<file path="config.mk">
export PLATFORM = sky130hd
export DESIGN_NAME = mtrap_unit
export DESIGN_NICKNAME = d
export VERILOG_FILES = /design/src/rtl/mtrap_pkg.sv /design/src/rtl/mtrap_arbiter.sv /design/src/rtl/mtrap_csr.sv /design/src/rtl/mtrap_redirect.sv /design/src/rtl/mtrap_unit.sv
export SDC_FILE = /design/constraint.sdc
export NUM_CORES = 1
export LEC_CHECK = 0
export BUFFER_PORTS_ARGS = -buffer_cell sky130_fd_sc_hd__buf_4
export CAP_MARGIN = 20
export CORE_MARGIN = 2
export CORE_UTILIZATION = 43
export DETAILED_ROUTE_END_ITERATION = 6
export HOLD_SLACK_MARGIN = 0.1
export PLACE_DENSITY = 0.93
export RECOVER_POWER = 100
export SLEW_MARGIN = 20
export SYNTH_ARGS = -nofsm -noshare
export SYNTH_HDL_FRONTEND = slang
export SYNTH_HIERARCHICAL = 1
export SYNTH_SLANG_ARGS = --single-unit
</file>
<file path="constraint.sdc">
create_clock -name clk_i -period 6.7 [get_ports clk_i]
set_input_delay 1.34 -clock clk_i [delete_from_list [all_inputs] [get_ports clk_i]]
set_output_delay 1.34 -clock clk_i [all_outputs]
set_load 0.03 [all_outputs]
</file>
<file path="src/rtl/mtrap_pkg.sv">
package mtrap_pkg;
   localparam int unsigned CODE_W = 4;

   localparam logic [CODE_W-1:0] CODE_ILLEGAL = 4'd2;
   localparam logic [CODE_W-1:0] CODE_BREAK   = 4'd3;
   localparam logic [CODE_W-1:0] CODE_ECALL   = 4'd11;
   localparam logic [CODE_W-1:0] CODE_IRQ_SW  = 4'd3;
   localparam logic [CODE_W-1:0] CODE_IRQ_TMR = 4'd7;

   localparam int unsigned STAT_IE_BIT  = 3;
   localparam int unsigned STAT_PIE_BIT = 7;

   localparam logic SEL_EPC  = 1'b0;
   localparam logic SEL_STAT = 1'b1;

   typedef struct packed {
      logic              take;
      logic              is_irq;
      logic [CODE_W-1:0] code;
   } trap_sel_t;
endpackage

</file>
<file path="src/rtl/mtrap_arbiter.sv">
module mtrap_arbiter
   import mtrap_pkg::*;
#(
   parameter bit SOFT_OVER_TIMER = 1'b1
) (
   input  logic      boundary_i,
   input  logic      ecall_i,
   input  logic      ebreak_i,
   input  logic      illegal_i,
   input  logic      mret_i,
   input  logic      gie_i,
   input  logic      irq_timer_i,
   input  logic      irq_soft_i,
   input  logic      en_timer_i,
   input  logic      en_soft_i,
   output trap_sel_t sel_o,
   output logic      mret_take_o
);
   logic              tmr_ok, sw_ok, irq_any, exc_any;
   logic [CODE_W-1:0] irq_code, exc_code;

   assign tmr_ok  = irq_timer_i & en_timer_i;
   assign sw_ok   = irq_soft_i & en_soft_i;
   assign irq_any = boundary_i & gie_i & (tmr_ok | sw_ok);
   assign exc_any = boundary_i & (ecall_i | ebreak_i | illegal_i);

   generate
      if (SOFT_OVER_TIMER) begin : g_sw_first
         assign irq_code = sw_ok ? CODE_IRQ_SW : CODE_IRQ_TMR;
      end else begin : g_tmr_first
         assign irq_code = tmr_ok ? CODE_IRQ_TMR : CODE_IRQ_SW;
      end
   endgenerate

   always_comb begin
      if (illegal_i)     exc_code = CODE_ILLEGAL;
      else if (ebreak_i) exc_code = CODE_BREAK;
      else               exc_code = CODE_ECALL;
   end

   always_comb begin
      sel_o.take   = irq_any | exc_any;
      sel_o.is_irq = irq_any;
      sel_o.code   = irq_any ? irq_code : exc_code;
   end

   assign mret_take_o = boundary_i & mret_i & ~(irq_any | exc_any);
endmodule

</file>
<file path="src/rtl/mtrap_csr.sv">
module mtrap_csr
   import mtrap_pkg::*;
#(
   parameter int unsigned XLEN = 32
) (
   input  logic            clk_i,
   input  logic            rst_ni,
   input  trap_sel_t       trap_i,
   input  logic [XLEN-1:0] epc_i,
   input  logic            mret_i,
   input  logic            sw_we_i,
   input  logic            sw_sel_i,
   input  logic [XLEN-1:0] sw_wdata_i,
   output logic [XLEN-1:0] mepc_o,
   output logic [XLEN-1:0] mcause_o,
   output logic            ie_o,
   output logic            pie_o
);
   localparam int unsigned PAD_W = XLEN - 1 - CODE_W;

   generate
      if (XLEN < 8) begin : g_bad_xlen
         $error("mtrap_csr: XLEN too small for status bits");
      end
   endgenerate

   logic [XLEN-1:0] mepc_q, mcause_q;
   logic            ie_q, pie_q;
   logic            unused_low;
   assign unused_low = ^{epc_i[1:0], sw_wdata_i[1:0]};

   always_ff @(posedge clk_i or negedge rst_ni) begin
      if (!rst_ni) begin
         mepc_q   <= '0;
         mcause_q <= '0;
         ie_q     <= 1'b0;
         pie_q    <= 1'b0;
      end else if (trap_i.take) begin
         mepc_q   <= {epc_i[XLEN-1:2], 2'b00};
         mcause_q <= {trap_i.is_irq, {PAD_W{1'b0}}, trap_i.code};
         pie_q    <= ie_q;
         ie_q     <= 1'b0;
      end else if (mret_i) begin
         ie_q     <= pie_q;
         pie_q    <= 1'b1;
      end else if (sw_we_i) begin
         if (sw_sel_i == SEL_EPC) begin
            mepc_q <= {sw_wdata_i[XLEN-1:2], 2'b00};
         end else begin
            ie_q   <= sw_wdata_i[STAT_IE_BIT];
            pie_q  <= sw_wdata_i[STAT_PIE_BIT];
         end
      end
   end

   assign mepc_o   = mepc_q;
   assign mcause_o = mcause_q;
   assign ie_o     = ie_q;
   assign pie_o    = pie_q;

   // trap entry stacks the enable and clears it
   p_trap_stack_r7: assert property (@(posedge clk_i) disable iff (!rst_ni)
      trap_i.take |=> (!ie_q && (pie_q == $past(ie_q))));

   // return pops the stacked enable and sets the stack
   p_mret_pop_r8: assert property (@(posedge clk_i) disable iff (!rst_ni)
      (mret_i && !trap_i.take) |=> ((ie_q == $past(pie_q)) && pie_q));
endmodule

</file>
<file path="src/rtl/mtrap_redirect.sv">
module mtrap_redirect #(
   parameter int unsigned XLEN = 32
) (
   input  logic            trap_take_i,
   input  logic            mret_take_i,
   input  logic [XLEN-1:0] mtvec_i,
   input  logic [XLEN-1:0] mepc_i,
   output logic            valid_o,
   output logic [XLEN-1:0] addr_o,
   output logic            flush_o
);
   logic unused_vec_low;
   assign unused_vec_low = ^mtvec_i[1:0];

   always_comb begin
      valid_o = trap_take_i | mret_take_i;
      flush_o = valid_o;
      if (trap_take_i)      addr_o = {mtvec_i[XLEN-1:2], 2'b00};
      else if (mret_take_i) addr_o = mepc_i;
      else                  addr_o = '0;
   end
endmodule

</file>
<file path="src/rtl/mtrap_unit.sv">
module mtrap_unit
   import mtrap_pkg::*;
#(
   parameter int unsigned XLEN            = 32,
   parameter bit          SOFT_OVER_TIMER = 1'b1
) (
   input  logic            clk_i,
   input  logic            rst_ni,
   input  logic            instr_valid_i,
   input  logic [XLEN-1:0] instr_pc_i,
   input  logic            exc_ecall_i,
   input  logic            exc_ebreak_i,
   input  logic            exc_illegal_i,
   input  logic            mret_i,
   input  logic            irq_timer_i,
   input  logic            irq_soft_i,
   input  logic            en_timer_i,
   input  logic            en_soft_i,
   input  logic [XLEN-1:0] mtvec_i,
   input  logic            csr_we_i,
   input  logic            csr_sel_i,
   input  logic [XLEN-1:0] csr_wdata_i,
   output logic            redirect_valid_o,
   output logic [XLEN-1:0] redirect_addr_o,
   output logic            flush_o,
   output logic            retire_o,
   output logic            mepc_we_o,
   output logic            mcause_we_o,
   output logic [XLEN-1:0] mepc_o,
   output logic [XLEN-1:0] mcause_o,
   output logic            mstatus_mie_o,
   output logic            mstatus_mpie_o
);
   generate
      if (XLEN != 32 && XLEN != 64) begin : g_bad_xlen
         $error("mtrap_unit: XLEN must be 32 or 64");
      end
   endgenerate

   trap_sel_t trap;
   logic      mret_take, sw_apply;

   mtrap_arbiter #(.SOFT_OVER_TIMER(SOFT_OVER_TIMER)) i_arb (
      .boundary_i  (instr_valid_i),
      .ecall_i     (exc_ecall_i),
      .ebreak_i    (exc_ebreak_i),
      .illegal_i   (exc_illegal_i),
      .mret_i      (mret_i),
      .gie_i       (mstatus_mie_o),
      .irq_timer_i (irq_timer_i),
      .irq_soft_i  (irq_soft_i),
      .en_timer_i  (en_timer_i),
      .en_soft_i   (en_soft_i),
      .sel_o       (trap),
      .mret_take_o (mret_take)
   );

   // a write from a trapping instruction is cancelled with it
   assign sw_apply = csr_we_i & ~trap.take & ~mret_take;

   mtrap_csr #(.XLEN(XLEN)) i_csr (
      .clk_i      (clk_i),
      .rst_ni     (rst_ni),
      .trap_i     (trap),
      .epc_i      (instr_pc_i),
      .mret_i     (mret_take),
      .sw_we_i    (sw_apply),
      .sw_sel_i   (csr_sel_i),
      .sw_wdata_i (csr_wdata_i),
      .mepc_o     (mepc_o),
      .mcause_o   (mcause_o),
      .ie_o       (mstatus_mie_o),
      .pie_o      (mstatus_mpie_o)
   );

   mtrap_redirect #(.XLEN(XLEN)) i_redir (
      .trap_take_i (trap.take),
      .mret_take_i (mret_take),
      .mtvec_i     (mtvec_i),
      .mepc_i      (mepc_o),
      .valid_o     (redirect_valid_o),
      .addr_o      (redirect_addr_o),
      .flush_o     (flush_o)
   );

   assign retire_o    = instr_valid_i & ~trap.take;
   assign mepc_we_o   = trap.take | (sw_apply & (csr_sel_i == SEL_EPC));
   assign mcause_we_o = trap.take;

   // saved PC is exactly the trapping instruction's address
   p_epc_exact_r2: assert property (@(posedge clk_i) disable iff (!rst_ni)
      trap.take |=> (mepc_o == {$past(instr_pc_i[XLEN-1:2]), 2'b00}));

   // an interrupt needs the global enable and a boundary
   p_irq_gate_r3: assert property (@(posedge clk_i) disable iff (!rst_ni)
      (trap.take && trap.is_irq) |-> (mstatus_mie_o && instr_valid_i));

   // a qualified interrupt always wins the cycle
   p_irq_first_r4: assert property (@(posedge clk_i) disable iff (!rst_ni)
      (instr_valid_i && mstatus_mie_o &&
       ((irq_timer_i && en_timer_i) || (irq_soft_i && en_soft_i)))
      |=> mcause_o[XLEN-1]);

   // trap redirect goes to the aligned vector with a flush
   p_vec_base_r5: assert property (@(posedge clk_i) disable iff (!rst_ni)
      trap.take |-> (redirect_valid_o && flush_o &&
                     (redirect_addr_o == {mtvec_i[XLEN-1:2], 2'b00})));

   // a redirect never coexists with retirement of a trapping instruction
   p_no_retire_r6: assert property (@(posedge clk_i) disable iff (!rst_ni)
      mcause_we_o |-> !retire_o);

   // nothing happens without an instruction at the boundary
   p_idle_quiet_r11: assert property (@(posedge clk_i) disable iff (!rst_ni)
      !instr_valid_i |-> (!redirect_valid_o && !mcause_we_o));
endmodule

</file>
==> results.rst <==
.. list-table::
   :header-rows: 1

   * - Metric
     - Value
   * - Maximum clock frequency
     - 0.172 GHz
   * - TritonCTS clock tree
     - done
   * - Leakage component of the power
     - 1.61 nW
   * - Sum Neg Setup Slack
     - 0 ns
   * - Clock H-tree levels
     - 2
   * - Die area
     - 6860 um^2
   * - Longest Clk Path Bufs
     - 2
   * - Reported max-cap violation count
     - 1
   * - Maximum fanout encountered on the critical timing path
     - 30
   * - Number of optimization iterations in the first detailed-route pass
     - 4
   * - Area of the multi-input gates
     - 1340 um^2
   * - Combinational share of power
     - 42.6%
   * - Arithmetic-cell share of the synthesized area counting full adders, half adders and majority gates
     - 0%
   * - Worst voltage drop across the vdd grid
     - 0.000133 V
   * - Fraction of the mapped netlist area in compound gates
     - 13.4%
   * - Share of synthesized cell area in and, or, nand and nor gates
     - 5.24%
   * - Switching power total
     - 319 uW
   * - Cell depth of the worst flop-to-flop path
     - 7
   * - Unrepaired setup endpoints after global routing
     - no
   * - Num CTS Buffers
     - 5
   * - Clock network fraction of total power
     - 19.8%
   * - Register area share after synthesis
     - 34.6%
   * - Worst Hold Class
     - reg -> reg
   * - Net switching fraction of the power
     - 40.7%
   * - Post-Synth XOR/XNOR Area
     - 0%
   * - Post-place setup slack
     - 1.46 ns
   * - Period Utilization, post-route
     - 86.7%
   * - Routed Wire Length
     - 7000 um
   * - Quantity of I/O buffers inserted on ports
     - 174
   * - Slack of the worst reg-to-reg path
     - 2.80 ns
   * - Number of remaining DRC errors
     - 0
   * - Launching element of the worst setup path
     - exc_illegal_i
   * - Global-route wire length before repair
     - 11100 um
   * - Critical path type
     - in -> out
   * - Relative slew slack
     - -30.9%
   * - Total of cells resized after clock tree synthesis
     - 0
   * - Post-route minimum period
     - 5.81 ns
   * - Data arrival time at the worst-slack endpoint
     - 4.47 ns
   * - Number of global-route vias before repair
     - 2313
   * - Fraction of final layout cells sized beyond drive strength 1
     - 42.7%
   * - Crit path capture
     - redirect_addr_o[19]
   * - FILL cells
     - 577
   * - Outcome
     - finished with violations
   * - GRT Resource Usage Total
     - 19.8%
   * - Sequential Power Share
     - 37.6%
   * - Required time of the critical path
     - 5.36 ns
   * - Startpoint type of the worst setup path
     - primary input
   * - Total power divided by cell area
     - 223 nW/um^2
   * - Routed wirelength normalized by instance count
     - 15.4 um
   * - Gate count after technology mapping
     - 214
   * - Core Footprint
     - 5960 um^2
   * - Std-Cell Rows
     - 28
   * - Worst Max-Slew Pin Slew
     - 1.96 ns
   * - # diodes
     - 0
   * - Detail Route Antenna Nets
     - 0
   * - Main flop type after synthesis
     - sky130_fd_sc_hd__dfrtp_1
   * - Clock latency of the later-clocked register in the worst-skew pair
     - 0.28 ns
   * - Number of unique standard cell types used by synthesis
     - 33
   * - Min setup slack post-route
     - 0.892 ns
   * - Die height
     - 82.8 um
   * - Register bit count reported by yosys
     - 37
   * - Final hold violation count
     - 0
   * - Endpoint kind of the worst setup timing path
     - output pin
   * - Share of flip-flops with an asynchronous set or reset after synthesis
     - 100%
   * - Final weighted congestion of routability-driven global placement
     - 0.847
   * - Cell types occupying the most area after synthesis
     - sky130_fd_sc_hd__dfrtp_1 35%, sky130_fd_sc_hd__mux2_4 17%, sky130_fd_sc_hd__mux2_2 15%, sky130_fd_sc_hd__a22o_1 9.5%, sky130_fd_sc_hd__buf_4 9.3%
   * - Post-CTS clock slew at the launch and capture registers of the worst setup and hold paths
     - 0.07 ns
   * - Cell type with the highest aggregate area in the netlist
     - sky130_fd_sc_hd__dfrtp_1
   * - Share of the synthesized area in the top cell type
     - 34.6%
   * - Vias after detailed routing
     - 2249
   * - Worst flop-to-flop path startpoint
     - i_csr/ie_o$_DFFE_PN0P_
   * - Layout Skew
     - 0.00391 ns
   * - Mux share of post-synthesis cell area
     - 32.0%
   * - Netlist area before placement
     - 2670 um^2
   * - Violated checks
     - max-capacitance violations, max-slew violations
   * - Final setup violation count
     - 0
   * - Number of violations reported at the end of detailed-routing iteration 0
     - 34
   * - Area growth, synth to finish
     - 31.1%
   * - Number of nets in the layout
     - 488
   * - Die width
     - 82.8 um
   * - Num ports
     - 212
   * - Clk Tree Root Cell
     - sky130_fd_sc_hd__clkbuf_8
   * - CTS sink count
     - 37
   * - Pin count of the biggest net entering global routing
     - 78
   * - Antenna violations before repair
     - 0
   * - EDFF count, synth
     - 0
   * - Main combinational cell family by area after synthesis
     - multiplexers
   * - Design internal power
     - 464 uW
   * - Synth warnings
     - 6
   * - Hpwl dp
     - 5330 um
   * - Area taken by flip-flops and latches
     - 926 um^2
   * - Max-slew violations
     - 38
   * - R2R Path End
     - i_csr/mepc_o[15]$_DFFE_PN0P_
   * - # Post-CTS Setup Buffers
     - 0
   * - Post-Syn Area per Cell
     - 12.5 um^2
   * - Layout Utilization
     - 58.8%
   * - CTS Hold Buffers Added
     - 0
   * - Global route overflow
     - 0
   * - Initial Utilization
     - 44.9%
   * - DR vias/cell
     - 4.95
## cell type report
cell class | instances | share of cell area, %
multi-input cells | 158 | 38.2
clock buffers | 7 | 2.46
repair buffers | 176 | 30.1
flip-flops and latches | 37 | 26.4
inverters | 1 | 0.107
well taps | 75 | 2.68
## worst max-delay path: stages
cell and delay, ns:
sky130_fd_sc_hd__buf_4 0.12, sky130_fd_sc_hd__or4b_1 0.51, sky130_fd_sc_hd__a211oi_1 1.06, sky130_fd_sc_hd__nor2b_4 0.84, sky130_fd_sc_hd__a22o_1 0.27, sky130_fd_sc_hd__clkbuf_1 0.32
## layer usage
metal	GRT usage [%]	up-vias	part of all wire (%)
li1	-	1047	-
met1	21.9	1074	37
met2	35.6	115	53
met3	5.96	13	8.3
met4	7.00	0	1.6
met5	0	-	0
## power groups by stage
stage | logic, mW | clock network (mW) | registers [mW]
after floorplan | 0.201 | 0 | 0.370
after global placement | 0.403 | 0 | 0.298
after detailed placement | 0.411 | 0 | 0.300
after CTS | 0.412 | 0.159 | 0.297
after global routing | 0.353 | 0.168 | 0.300
final | 0.334 | 0.155 | 0.294
## cell usage in the layout (no fill, tap or decap), types with 2 or more instances in the layout
cell	Yosys	layout
sky130_fd_sc_hd__a22o_1	29	29
sky130_fd_sc_hd__mux2_4	30	2
sky130_fd_sc_hd__and2_1	2	2
sky130_fd_sc_hd__buf_4	33	105
sky130_fd_sc_hd__mux2_2	35	44
sky130_fd_sc_hd__mux2_1	0	19
sky130_fd_sc_hd__nor2_1	1	2
sky130_fd_sc_hd__conb_1	2	30
sky130_fd_sc_hd__a211oi_1	2	3
sky130_fd_sc_hd__nand2b_1	1	2
sky130_fd_sc_hd__clkbuf_1	0	72
sky130_fd_sc_hd__nand2_1	7	7
sky130_fd_sc_hd__o31ai_1	2	2
sky130_fd_sc_hd__dfrtp_1	37	37
sky130_fd_sc_hd__clkbuf_8	0	6
sky130_fd_sc_hd__o21ai_0	2	4
## logic make-up (layout without fill, tap and decap cells)
| group | Yosys count | count (layout) |
|---|---|---|
| multiplexers | 66 | 66 |
| buffers and inverters | 47 | 184 |
| AO/OA/AOI/OAI | 42 | 42 |
| flip-flops | 37 | 37 |
| AND/OR/NAND/NOR | 20 | 20 |
| other | 2 | 30 |
## Yosys cell counts (2+ instances only)
cell and number:
sky130_fd_sc_hd__a211oi_1 2, sky130_fd_sc_hd__a22o_1 29, sky130_fd_sc_hd__and2_1 2, sky130_fd_sc_hd__buf_12 3, sky130_fd_sc_hd__buf_2 6, sky130_fd_sc_hd__buf_4 33, sky130_fd_sc_hd__buf_6 4, sky130_fd_sc_hd__conb_1 2
sky130_fd_sc_hd__dfrtp_1 37, sky130_fd_sc_hd__mux2_2 35, sky130_fd_sc_hd__mux2_4 30, sky130_fd_sc_hd__nand2_1 7, sky130_fd_sc_hd__o21ai_0 2, sky130_fd_sc_hd__o21ai_1 2, sky130_fd_sc_hd__o31ai_1 2
## worst min path at each step
stage                                           to  depth (start not counted)                      startpoint  slack, ns
floorplan                  i_csr/pie_o$_DFFE_PN0P_                          2         i_csr/pie_o$_DFFE_PN0P_       0.67
global placement           i_csr/pie_o$_DFFE_PN0P_                          2         i_csr/pie_o$_DFFE_PN0P_       0.49
detailed placement  i_csr/mcause_o[31]$_DFFE_PN0P_                          1  i_csr/mcause_o[31]$_DFFE_PN0P_       0.50
CTS                  i_csr/mcause_o[0]$_DFFE_PN0P_                          1   i_csr/mcause_o[0]$_DFFE_PN0P_       0.52
global route         i_csr/mcause_o[2]$_DFFE_PN0P_                          1   i_csr/mcause_o[2]$_DFFE_PN0P_       0.54
finish               i_csr/mcause_o[0]$_DFFE_PN0P_                          1   i_csr/mcause_o[0]$_DFFE_PN0P_       0.51
## metrics by stage
step / instances / hold slack (ns) / area [um^2] / total power [mW]
floorplan: 242 / 0.672 / 2780 / 0.571
global placement: 447 / 0.491 / 3820 / 0.701
detailed placement: 447 / 0.498 / 3820 / 0.712
CTS: 454 / 0.517 / 3910 / 0.868
global route: 454 / 0.541 / 3500 / 0.820
finish: 454 / 0.511 / 3500 / 0.783
## sequential cells by signal, summed over array words and instances (netlist names)
name,cells
i_csr/ie_o,1
i_csr/mcause_o,5
i_csr/pie_o,1
i_csr/mepc_o,30
Power figures use the tool's default switching activity.
